$ cat src/rtl/cfg_router_pkg.sv
package cfg_router_pkg;
  typedef enum logic [1:0] {
    RT_LOCAL = 2'd0,
    RT_TYPE0 = 2'd1,
    RT_TYPE1 = 2'd2,
    RT_HUB   = 2'd3
  } route_t;

  localparam int DEV_W = 5;
  localparam int FN_W  = 3;
  localparam int REG_W = 6;
  localparam int BUS_W = 8;
endpackage

$ cat src/rtl/cfg_idsel_gen.sv
module cfg_idsel_gen #(
  parameter int DEV_W   = 5,
  parameter int IDSEL_N = 16
) (
  input  logic [DEV_W-1:0]   dev,
  output logic [IDSEL_N-1:0] idsel,
  output logic               in_range
);
  localparam logic [DEV_W:0] LIMIT = (DEV_W+1)'(IDSEL_N);

  generate
    for (genvar i = 0; i < IDSEL_N; i++) begin : g_sel
      assign idsel[i] = (dev == DEV_W'(i));
    end
  endgenerate

  assign in_range = ({1'b0, dev} < LIMIT);
endmodule

$ cat src/rtl/cfg_decode.sv
module cfg_decode
  import cfg_router_pkg::*;
#(
  parameter int LOCAL_DEVS = 3
) (
  input  logic [31:0]      addr_q,
  input  logic [BUS_W-1:0] sec_bus,
  input  logic [BUS_W-1:0] sub_bus,
  output route_t           route,
  output logic             abort,
  output logic [31:0]      cyc_addr
);
  localparam logic [DEV_W-1:0] LOC_LIM = DEV_W'(LOCAL_DEVS);

  logic [BUS_W-1:0] bus;
  logic [DEV_W-1:0] dev;
  logic [FN_W-1:0]  fn;
  logic [REG_W-1:0] rg;
  logic [15:0]      idsel;
  logic             dev_ok;
  logic [31:0]      fwd;

  assign bus = addr_q[23:16];
  assign dev = addr_q[15:11];
  assign fn  = addr_q[10:8];
  assign rg  = addr_q[7:2];
  assign fwd = {8'h00, addr_q[23:2], 2'b00};

  cfg_idsel_gen #(.DEV_W(DEV_W), .IDSEL_N(16)) idsel_i (
    .dev      (dev),
    .idsel    (idsel),
    .in_range (dev_ok)
  );

  always_comb begin
    route    = RT_HUB;
    abort    = 1'b0;
    cyc_addr = fwd;
    if (bus == '0) begin
      if (dev < LOC_LIM) begin
        route = RT_LOCAL;
        abort = (fn != '0);
      end
    end else if (bus == sec_bus) begin
      route    = RT_TYPE0;
      abort    = !dev_ok;
      cyc_addr = {idsel, 5'b00000, fn, rg, 2'b00};
    end else if ((bus > sec_bus) && (bus <= sub_bus)) begin
      route    = RT_TYPE1;
      cyc_addr = fwd | 32'h1;
    end
  end
endmodule

$ cat src/rtl/cfg_router.sv
module cfg_router
  import cfg_router_pkg::*;
#(
  parameter logic [15:0] ADDR_PORT  = 16'h0CF8,
  parameter logic [15:0] DATA_PORT  = 16'h0CFC,
  parameter int          LOCAL_DEVS = 3
) (
  input  logic        clk,
  input  logic        rst,
  input  logic        io_valid,
  input  logic        io_write,
  input  logic [15:0] io_addr,
  input  logic [31:0] io_wdata,
  input  logic [7:0]  sec_bus,
  input  logic [7:0]  sub_bus,
  input  logic [31:0] tgt_rdata,
  output logic        io_rvalid,
  output logic [31:0] io_rdata,
  output logic        cyc_valid,
  output logic        cyc_write,
  output logic [1:0]  cyc_route,
  output logic [31:0] cyc_addr,
  output logic [31:0] cyc_wdata,
  output logic        cyc_abort
);
  logic [31:0] addr_q;
  logic [31:0] data_q;
  logic        rd_pend;
  logic        rd_tgt;
  logic [31:0] rd_imm;

  route_t      dec_route;
  logic        dec_abort;
  logic [31:0] dec_addr;
  logic        hit_a;
  logic        hit_d;

  assign hit_a = io_valid && (io_addr == ADDR_PORT);
  assign hit_d = io_valid && (io_addr == DATA_PORT);

  cfg_decode #(.LOCAL_DEVS(LOCAL_DEVS)) dec_i (
    .addr_q   (addr_q),
    .sec_bus  (sec_bus),
    .sub_bus  (sub_bus),
    .route    (dec_route),
    .abort    (dec_abort),
    .cyc_addr (dec_addr)
  );

  // stage 1: register access, decode, issue
  always_ff @(posedge clk) begin
    if (rst) begin
      addr_q    <= '0;
      data_q    <= '0;
      rd_pend   <= 1'b0;
      rd_tgt    <= 1'b0;
      rd_imm    <= '0;
      cyc_valid <= 1'b0;
      cyc_write <= 1'b0;
      cyc_route <= '0;
      cyc_addr  <= '0;
      cyc_wdata <= '0;
      cyc_abort <= 1'b0;
    end else begin
      cyc_valid <= 1'b0;
      cyc_abort <= 1'b0;
      rd_pend   <= 1'b0;
      if (hit_a) begin
        if (io_write) begin
          addr_q <= {io_wdata[31:2], 2'b00};
        end else begin
          rd_pend <= 1'b1;
          rd_tgt  <= 1'b0;
          rd_imm  <= addr_q;
        end
      end
      if (hit_d) begin
        if (!addr_q[31]) begin
          if (io_write) begin
            data_q <= io_wdata;
          end else begin
            rd_pend <= 1'b1;
            rd_tgt  <= 1'b0;
            rd_imm  <= data_q;
          end
        end else begin
          cyc_route <= dec_route;
          cyc_addr  <= dec_addr;
          cyc_write <= io_write;
          cyc_wdata <= io_wdata;
          if (dec_abort) begin
            cyc_abort <= 1'b1;
            if (!io_write) begin
              rd_pend <= 1'b1;
              rd_tgt  <= 1'b0;
              rd_imm  <= '1;
            end
          end else begin
            cyc_valid <= 1'b1;
            if (io_write) begin
              data_q <= io_wdata;
            end else begin
              rd_pend <= 1'b1;
              rd_tgt  <= 1'b1;
            end
          end
        end
      end
    end
  end

  // stage 2: read return
  always_ff @(posedge clk) begin
    if (rst) begin
      io_rvalid <= 1'b0;
      io_rdata  <= '0;
    end else begin
      io_rvalid <= rd_pend;
      if (rd_pend) begin
        io_rdata <= rd_tgt ? tgt_rdata : rd_imm;
      end
    end
  end
endmodule

$ cat config.mk
export PLATFORM = sky130hd
export DESIGN_NAME = cfg_router
export DESIGN_NICKNAME = d
export VERILOG_FILES = /design/src/rtl/cfg_router_pkg.sv /design/src/rtl/cfg_idsel_gen.sv /design/src/rtl/cfg_decode.sv /design/src/rtl/cfg_router.sv
export SDC_FILE = /design/constraint.sdc
export NUM_CORES = 1
export LEC_CHECK = 0
export BUFFER_PORTS_ARGS = -buffer_cell sky130_fd_sc_hd__buf_2
export CAP_MARGIN = 20
export CORE_MARGIN = 5
export CORE_UTILIZATION = 26
export DETAILED_ROUTE_END_ITERATION = 10
export PLACE_DENSITY = 0.44
export SLEW_MARGIN = 0
export SYNTH_ARGS = -nofsm -noshare
export SYNTH_HDL_FRONTEND = slang
export SYNTH_HIERARCHICAL = 1
export SYNTH_SLANG_ARGS = --single-unit
$ cat constraint.sdc
create_clock -name clk -period 6.8 [get_ports clk]
set_input_delay 1.7 -clock clk [delete_from_list [all_inputs] [get_ports clk]]
set_output_delay 1.7 -clock clk [all_outputs]
set_load 0.02 [all_outputs]
==> metrics.yaml, run 1 <==
die:
  fp.dieH_um: 193
  start_util_pct: 26.1
  dieArea_mm2: 0.0373
  ios: 202
  die_x_um: 193
  placeableCoreArea_mm2: 0.0334
  rows: 67
pwr:
  pwr-share-seq_pct: 51.9
  total_power_mw: 2.23
  p_clk_share_pct: 44.3
  p_int_mw: 1.68
  p_leak_nw: 3.95
  pwr-share-comb_pct: 3.9
  p_switching_uw: 553
  irDropWorstVdd_uv: 178
  sw_frac_of_total_pct: 24.8
  p_per_area_mw_per_mm2: 212
layout:
  n_antenna_cell: 0
  area_growth_pct: 20.7
  finish.utilization_pct: 31.6
  final_common_cell: "nand2_1"
  fin_nets: 1325
  drive_gt1_share_pct: 22.7
  fillCellCount: 3695
  layout_common_cells: "nand2_1 (275), buf_2 (200), dfxtp_1 (196)"
  stdcell_count: 1670
sta:
  fin_hold_ws_ns: 0.449
  max_freq_mhz: 209
  setup_violations: 0
  rsz0062_at_grt: "false"
  finClkSkew_ns: 0.0108
  fin_crit_sh_pct: 70.5
  tns_ns: 0
  hold_viol_final: 0
  maxSlewHeadroom_pct: 48.6
  drv_slew: 0
  fin_crit_ns: 4.80
  worst_pin_slew_ns: 0.765
detailed_routing:
  firstDrtPassIters: 5
  wl_um: 29700
  wl_per_cell_um: 17.8
  drt_iter0_markers: 437
  routed-via-count: 7681
  via_per_inst: 4.60
  drc: 0
  antenna_left: 0
clocking:
  ctsHoldBuffers: 0
  clkTransAtPathRegs_ns: 0.08
  tritoncts: "done"
  cts_buffers: 17
  post-cts-setup-buffer-count: 0
  clockBufferDepth: 2
  clk_latency_ns: 0.45
  post_cts_resize_count: 0
  clock_tree.root_cell: "clkbuf_16"
  h-tree-depth: 4
  cts_sinks: 198
worst_setup_path:
  cp_slowest_cell: "or4_1"
  crit_chain: "buf_2 > inv_1 > ha_1 > nand4_1 > or2_1 > a21oi_2 > buf_4 > inv_1 > o21ai_1 > nand2_1 > nand2_1 > or4_1 > buf_4 > nand2_1 > a21oi_1"
  max_stage_delay_ns: 0.47
  path_class: "in2reg"
  end_kind: "register"
  required_ns: 7.17
  start_kind: "input port"
  path_delay_family: "simple AND/OR/NAND/NOR gates"
  path_common_cell: "nand2_1"
  timing.rr.start: "addr_q[23]"
  arrival_ns: 5.17
  critPathBufInv: 5
  worstPathMaxFanout: 23
  startpoint: "sec_bus[7]"
worst_hold_path:
  hp-class: "reg2reg"
  hold_path.startpoint: "cyc_addr[6]"
yosys:
  synthesis.nets: 1178
  netlist_area_mm2: 0.00872
  synth_cells: 1062
  synth.avg_cell_area_um2: 8.21
  yosysWarnings: 6
grt:
  grt_pass1_vias: 7471
  grt_max_degree: 69
  grt_pass1_wl_um: 45200
  antenna_found_initial: 0
  grt_remaining_overflow: 0
  grt_use_total_pct: 15.8
place:
  gp_congestion: 0.803
  dp_hpwl_um: 21400
  port-buffer-count: 201
  dp_cells: 1637
job:
  maxCapViolations: 0
outcome:
  status: "finished clean"
-- sequential cells by signal, indices dropped and copies added (netlist names), named ones only --
name,flops
addr_q,30
cyc_abort,1
cyc_addr,32
cyc_route,2
cyc_valid,1
cyc_wdata,32
cyc_write,1
data_q,32
io_rdata,32
io_rvalid,1
rd_imm,24
rd_pend,1
-- power groups by stage --
stage	clock network, mW	logic [mW]	registers (mW)
4_1_cts	1.03	0.0878	1.16
5_1_grt	1.08	0.0955	1.16
3_5_place_dp	0	0.0874	1.19
3_3_place_gp	0	0.0877	1.19
6_report	0.989	0.0862	1.16
2_1_floorplan	0	0.0349	1.19
-- path summary, 6_finish.rpt --
path	end	slack, ns	depth (start not counted)
min reg2reg	cyc_addr[6]	0.45	2
min	cyc_addr[6]	0.45	2
max reg2reg	data_q[11]	2.83	13
max	data_q[11]	2.00	15
-- per-layer routing --
| metal | global-route usage (%) | vias to the layer above | share of wire, % |
|---|---|---|---|
| met1 | 22.4 | 3605 | 49 |
| met4 | 3.98 | 0 | 1.1 |
| met3 | 3.28 | 24 | 4.8 |
| li1 | - | 3896 | - |
| met2 | 24.6 | 156 | 45 |
| met5 | 0 | - | 0 |
-- cell type report --
type	instances	area (um2)	area share, %
clock buffers	19	443	4.21
clock inverters	13	113	1.07
inverters	19	71.3	0.677
multi-input cells	756	4230	40.2
flip-flops and latches	198	3970	37.7
well taps	448	561	5.32
repair buffers	217	1150	10.9
-- stage by stage --
stage	setup WS (ns)	area [um2]
final	2.00	10500
after global routing	1.72	10500
after CTS	2.04	10500
after detailed placement	1.58	9960
after global placement	1.70	9950
after floorplan	2.80	8720
-- tightest hold or removal path, delay by kind of cell, from the launching register on --
family | cells | cell delay, ns
AOI/OAI and AO/OA | 1 | 0.05
and+or+nand+nor | 1 | 0.05
DFF | 1 | 0.31
(Power assumes the default switching activity.)
==> run 2: changes to the inputs <==
==> constraint.sdc (replaced) <==
create_clock -name clk -period 5 [get_ports clk]
set_input_delay 1.25 -clock clk [delete_from_list [all_inputs] [get_ports clk]]
set_output_delay 1.25 -clock clk [all_outputs]
set_load 0.02 [all_outputs]
==> metrics.yaml, run 2 (synthesized netlist as in run 1, its figures left out) <==
grt:
  grt_pass1_vias: 7470
  grt_pass1_wl_um: 44800
  grt_remaining_overflow: 0
  grt_use_total_pct: 15.7
  grt_max_degree: 107
  antenna_found_initial: 1
place:
  dp_hpwl_um: 21200
  placed_cell_area_mm2: 0.0100
  gp_congestion: 0.788
  port-buffer-count: 201
clocking:
  h-tree-depth: 4
  clkTransAtPathRegs_ns: 0.07
  cts_sinks: 198
  clk_latency_ns: 0.45
  tritoncts: "done"
  post-cts-setup-buffer-count: 0
  clock_tree.root_cell: "clkbuf_16"
  post_cts_resize_count: 0
  clockBufferDepth: 2
  ctsHoldBuffers: 0
  cts_buffers: 17
detailed_routing:
  drc: 0
  wl_per_cell_um: 17.7
  drt_iter0_markers: 351
  routed-via-count: 7695
  firstDrtPassIters: 5
  antenna_left: 0
  wl_um: 29600
  via_per_inst: 4.60
layout:
  layout_common_cells: "nand2_1 (275), buf_2 (200), dfxtp_1 (196)"
  area_growth_pct: 21.1
  final_common_cell: "nand2_1"
  fin_nets: 1326
  drive_gt1_share_pct: 22.7
  final_area_mm2: 0.0106
sta:
  drv_slew: 0
  worst_pin_slew_ns: 0.901
  fin_crit_sh_pct: 79.6
  hold_viol_final: 0
  finClkSkew_ns: 0.0142
  fin_crit_ns: 3.98
  maxSlewHeadroom_pct: 40.0
  max_freq_mhz: 251
  setup_violations: 0
  tns_ns: 0
  rsz0062_at_grt: "false"
worst_setup_path:
  end_kind: "register"
  r2r_slack_ns: 1.37
  start_kind: "input port"
  path_class: "in2reg"
  worstPathMaxFanout: 24
  arrival_ns: 4.35
  r2r_end: "data_q[11]"
  required_ns: 5.37
  ff2ff_path_depth: 12
  timing.rr.start: "addr_q[23]"
die:
  die_x_um: 193
  placeableCoreArea_mm2: 0.0334
  fp.dieH_um: 193
  rows: 67
  start_util_pct: 26.1
  dieArea_mm2: 0.0373
  ios: 202
worst_hold_path:
  holdPathStages: 2
  hp-class: "reg2reg"
  whs_endpoint: "cyc_addr[29]"
  hold_path.startpoint: "cyc_addr[29]"
outcome:
  status: "finished clean"
pwr:
  irDropWorstVdd_uv: 259
  p_per_area_mw_per_mm2: 287
  p_leak_nw: 3.95
job:
  maxCapViolations: 0
==> run 2: cell types whose count changed in the layout (fill, tap and decap cells not counted), moves of 2 or more <==
cell and delta:
buf_12 +3, inv_6 -3, inv_8 -3, buf_8 -2, clkinvlp_4 +2, diode_2 +2
==> run 2: critical path: stages <==
cell and delay (ns):
buf_2 0.08, inv_1 0.04, ha_1 0.30, nand4_1 0.17, or2_1 0.35, a21oi_2 0.15
inv_1 0.06, o21ai_1 0.47, nand2_1 0.34, nand2_1 0.23, or4_1 0.31, buf_4 0.36
nand2_1 0.09, a21oi_1 0.12
==> run 2: layout make-up <==
type	instances	area, um2
fill	3727	22800
multi-input combinational	756	4230
sequential	198	3970
timing repair buffer	218	1180
tap	448	561
clock buffer	20	447
clock inverter	11	103
inverter	19	71.3
antenna	2	5.00
==> run 2: worst max path at each step <==
stage                     startpoint    endpoint  cells past startpoint  slack, ns
final                     sec_bus[7]  data_q[11]                     14       1.02
after global routing      sec_bus[7]  data_q[13]                     14       0.71
after CTS                 sec_bus[7]   data_q[4]                     14       1.04
after detailed placement  sec_bus[7]  data_q[31]                     14       0.59
after global placement    sec_bus[7]  data_q[24]                     14       0.68
after floorplan           sec_bus[7]  data_q[27]                     16       1.45
==> run 2: report_power, final <==
group / leakage (nW) / internal [mW] / switching, mW
Sequential: 1.59 / 1.58 / 0.00000579
Combinational: 2.09 / 0.0431 / 0.0751
Clock: 0.262 / 0.699 / 0.639
Total: 3.95 / 2.32 / 0.714
==> run 2: stage by stage <==
step           worst slack (ns)  hold slack [ns]  power, mW  utilization [%]  instances
6_report                   1.02            0.446       3.03             31.7       1672
5_1_grt                   0.710            0.462       3.17             31.6       1671
4_1_cts                    1.04            0.453       3.09             31.6       1670
3_5_place_dp              0.589            0.443       1.73             30.0       1639
3_3_place_gp              0.679            0.437       1.73             30.0       1639
2_1_floorplan              1.45            0.431       1.66                -       1062
==> run 2: layer usage <==
layer,track usage [%],part of all wire [%],up-vias
li1,-,-,3896
met1,22.1,49,3617
met2,24.1,45,166
met3,4.63,5.9,16
met4,3.10,0.77,0
met5,0,0,-
==> run 3: changes to the inputs <==
--- a/config.mk
+++ b/config.mk
@@ -5,12 +5,13 @@
 export SDC_FILE = /design/constraint.sdc
 export NUM_CORES = 1
 export LEC_CHECK = 0
+export ABC_AREA = 1
 export BUFFER_PORTS_ARGS = -buffer_cell sky130_fd_sc_hd__buf_2
 export CAP_MARGIN = 20
 export CORE_MARGIN = 5
 export CORE_UTILIZATION = 26
 export DETAILED_ROUTE_END_ITERATION = 10
-export PLACE_DENSITY = 0.44
+export PLACE_DENSITY = 0.46
 export SLEW_MARGIN = 0
 export SYNTH_ARGS = -nofsm -noshare
 export SYNTH_HDL_FRONTEND = slang
==> constraint.sdc (replaced) <==
create_clock -name clk -period 3.6 [get_ports clk]
set_input_delay 0.9 -clock clk [delete_from_list [all_inputs] [get_ports clk]]
set_output_delay 0.9 -clock clk [all_outputs]
set_load 0.02 [all_outputs]
==> metrics.yaml, run 3 <==
pwr:
  irDropWorstVdd_uv: 322
  p_leak_nw: 4.98
  p_per_area_mw_per_mm2: 401
grt:
  grt_remaining_overflow: 0
  grt_max_degree: 72
  grt_pass1_vias: 8295
  antenna_found_initial: 4
  grt_pass1_wl_um: 47400
  grt_use_total_pct: 15.4
layout:
  area_growth_pct: 20.9
  drive_gt1_share_pct: 19.2
  final_common_cell: "nor2_1"
  layout_common_cells: "nor2_1 (253), buf_2 (201), dfxtp_1 (198)"
  fin_nets: 1528
  stdcell_count: 1881
sta:
  fin_crit_ns: 2.96
  fin_crit_sh_pct: 82.2
  max_freq_mhz: 338
  hold_viol_final: 0
  rsz0062_at_grt: "false"
  drv_slew: 0
  setup_violations: 0
  maxSlewHeadroom_pct: 38.6
  worst_pin_slew_ns: 0.920
  tns_ns: 0
  finClkSkew_ns: 0.00878
worst_hold_path:
  whs_endpoint: "cyc_write"
  holdPathStages: 2
  hold_path.startpoint: "cyc_write"
  hp-class: "reg2reg"
clocking:
  h-tree-depth: 4
  cts_buffers: 17
  cts_sinks: 198
  clock_tree.root_cell: "clkbuf_16"
  clockBufferDepth: 2
  tritoncts: "done"
  clkTransAtPathRegs_ns: 0.08
  post_cts_resize_count: 0
  clk_latency_ns: 0.44
  post-cts-setup-buffer-count: 0
  ctsHoldBuffers: 0
yosys:
  synth_cells: 1263
  synthesis.nets: 1379
  synth.avg_cell_area_um2: 7.18
  netlist_area_mm2: 0.00907
  yosysWarnings: 6
detailed_routing:
  drt_iter0_markers: 461
  antenna_left: 0
  wl_um: 30800
  routed-via-count: 8691
  via_per_inst: 4.62
  drc: 0
  firstDrtPassIters: 5
  wl_per_cell_um: 16.4
worst_setup_path:
  worstPathMaxFanout: 28
  path_class: "in2reg"
  end_kind: "register"
  arrival_ns: 3.25
  start_kind: "input port"
  required_ns: 3.90
  r2r_end: "data_q[29]"
  ff2ff_path_depth: 13
  r2r_slack_ns: 0.76
  timing.rr.start: "addr_q[23]"
outcome:
  status: "finished clean"
die:
  fp.dieH_um: 197
  rows: 68
  ios: 202
  die_x_um: 197
  dieArea_mm2: 0.0387
  start_util_pct: 26.3
  placeableCoreArea_mm2: 0.0345
place:
  gp_congestion: 0.817
  dp_hpwl_um: 22400
  dp_cells: 1848
  port-buffer-count: 201
job:
  maxCapViolations: 0
==> run 3: worst max-delay path by stage <==
stage	from	to	slack, ns
6_report	sec_bus[3]	data_q[29]	0.64
5_1_grt	sec_bus[3]	data_q[28]	0.45
4_1_cts	sec_bus[7]	data_q[29]	0.64
3_5_place_dp	sec_bus[3]	data_q[29]	0.17
3_3_place_gp	sec_bus[3]	data_q[3]	0.24
2_1_floorplan	sec_bus[3]	data_q[10]	0.71
==> run 3: critical path, cell delays in order <==
cell     delay [ns]
buf_2          0.07
inv_1          0.03
ha_1           0.28
nand2_1        0.08
nor2_2         0.15
nand2_4        0.12
nor2_8         0.13
inv_2          0.08
o21ai_1        0.40
nand2_1        0.23
inv_1          0.21
nor2_4         0.04
buf_4          0.24
a31oi_1        0.21
nor3_1         0.06
==> run 3: metrics by stage <==
step	total power, mW	area [um2]	hold slack [ns]	setup slack (ns)	utilization, %
detailed placement	2.44	10400	0.460	0.166	30.1
CTS	4.47	11000	0.476	0.637	31.8
global placement	2.44	10300	0.454	0.243	30.0
global route	4.57	11000	0.494	0.449	31.8
finish	4.39	11000	0.474	0.641	31.8
floorplan	2.33	9070	0.440	0.710	-
==> run 3: layer usage <==
layer  track usage (%)  part of all wire, %  vias to the layer above
met1              19.7                   44                     4042
met2              27.1                   50                      196
li1                  -                    -                     4421
met4              3.36                  1.1                        8
met3              3.13                  4.9                       24
met5                 0                 0.15                        -
==> run 3: power breakdown <==
part	internal [mW]	switching [mW]
combinational	0.0685	0.129
sequential	2.19	0.00000828
clock	1.07	0.943
==> run 3: final cells by class <==
cell class                      count  area [um2]
Inverter                          153         578
Multi-Input combinational cell    823        4050
Fill cell                        3786       23500
Clock buffer                       18         439
Sequential cell                   198        3960
Tap cell                          455         569
Clock inverter                     14         163
Antenna cell                        1        2.50
Timing Repair Buffer              219        1200
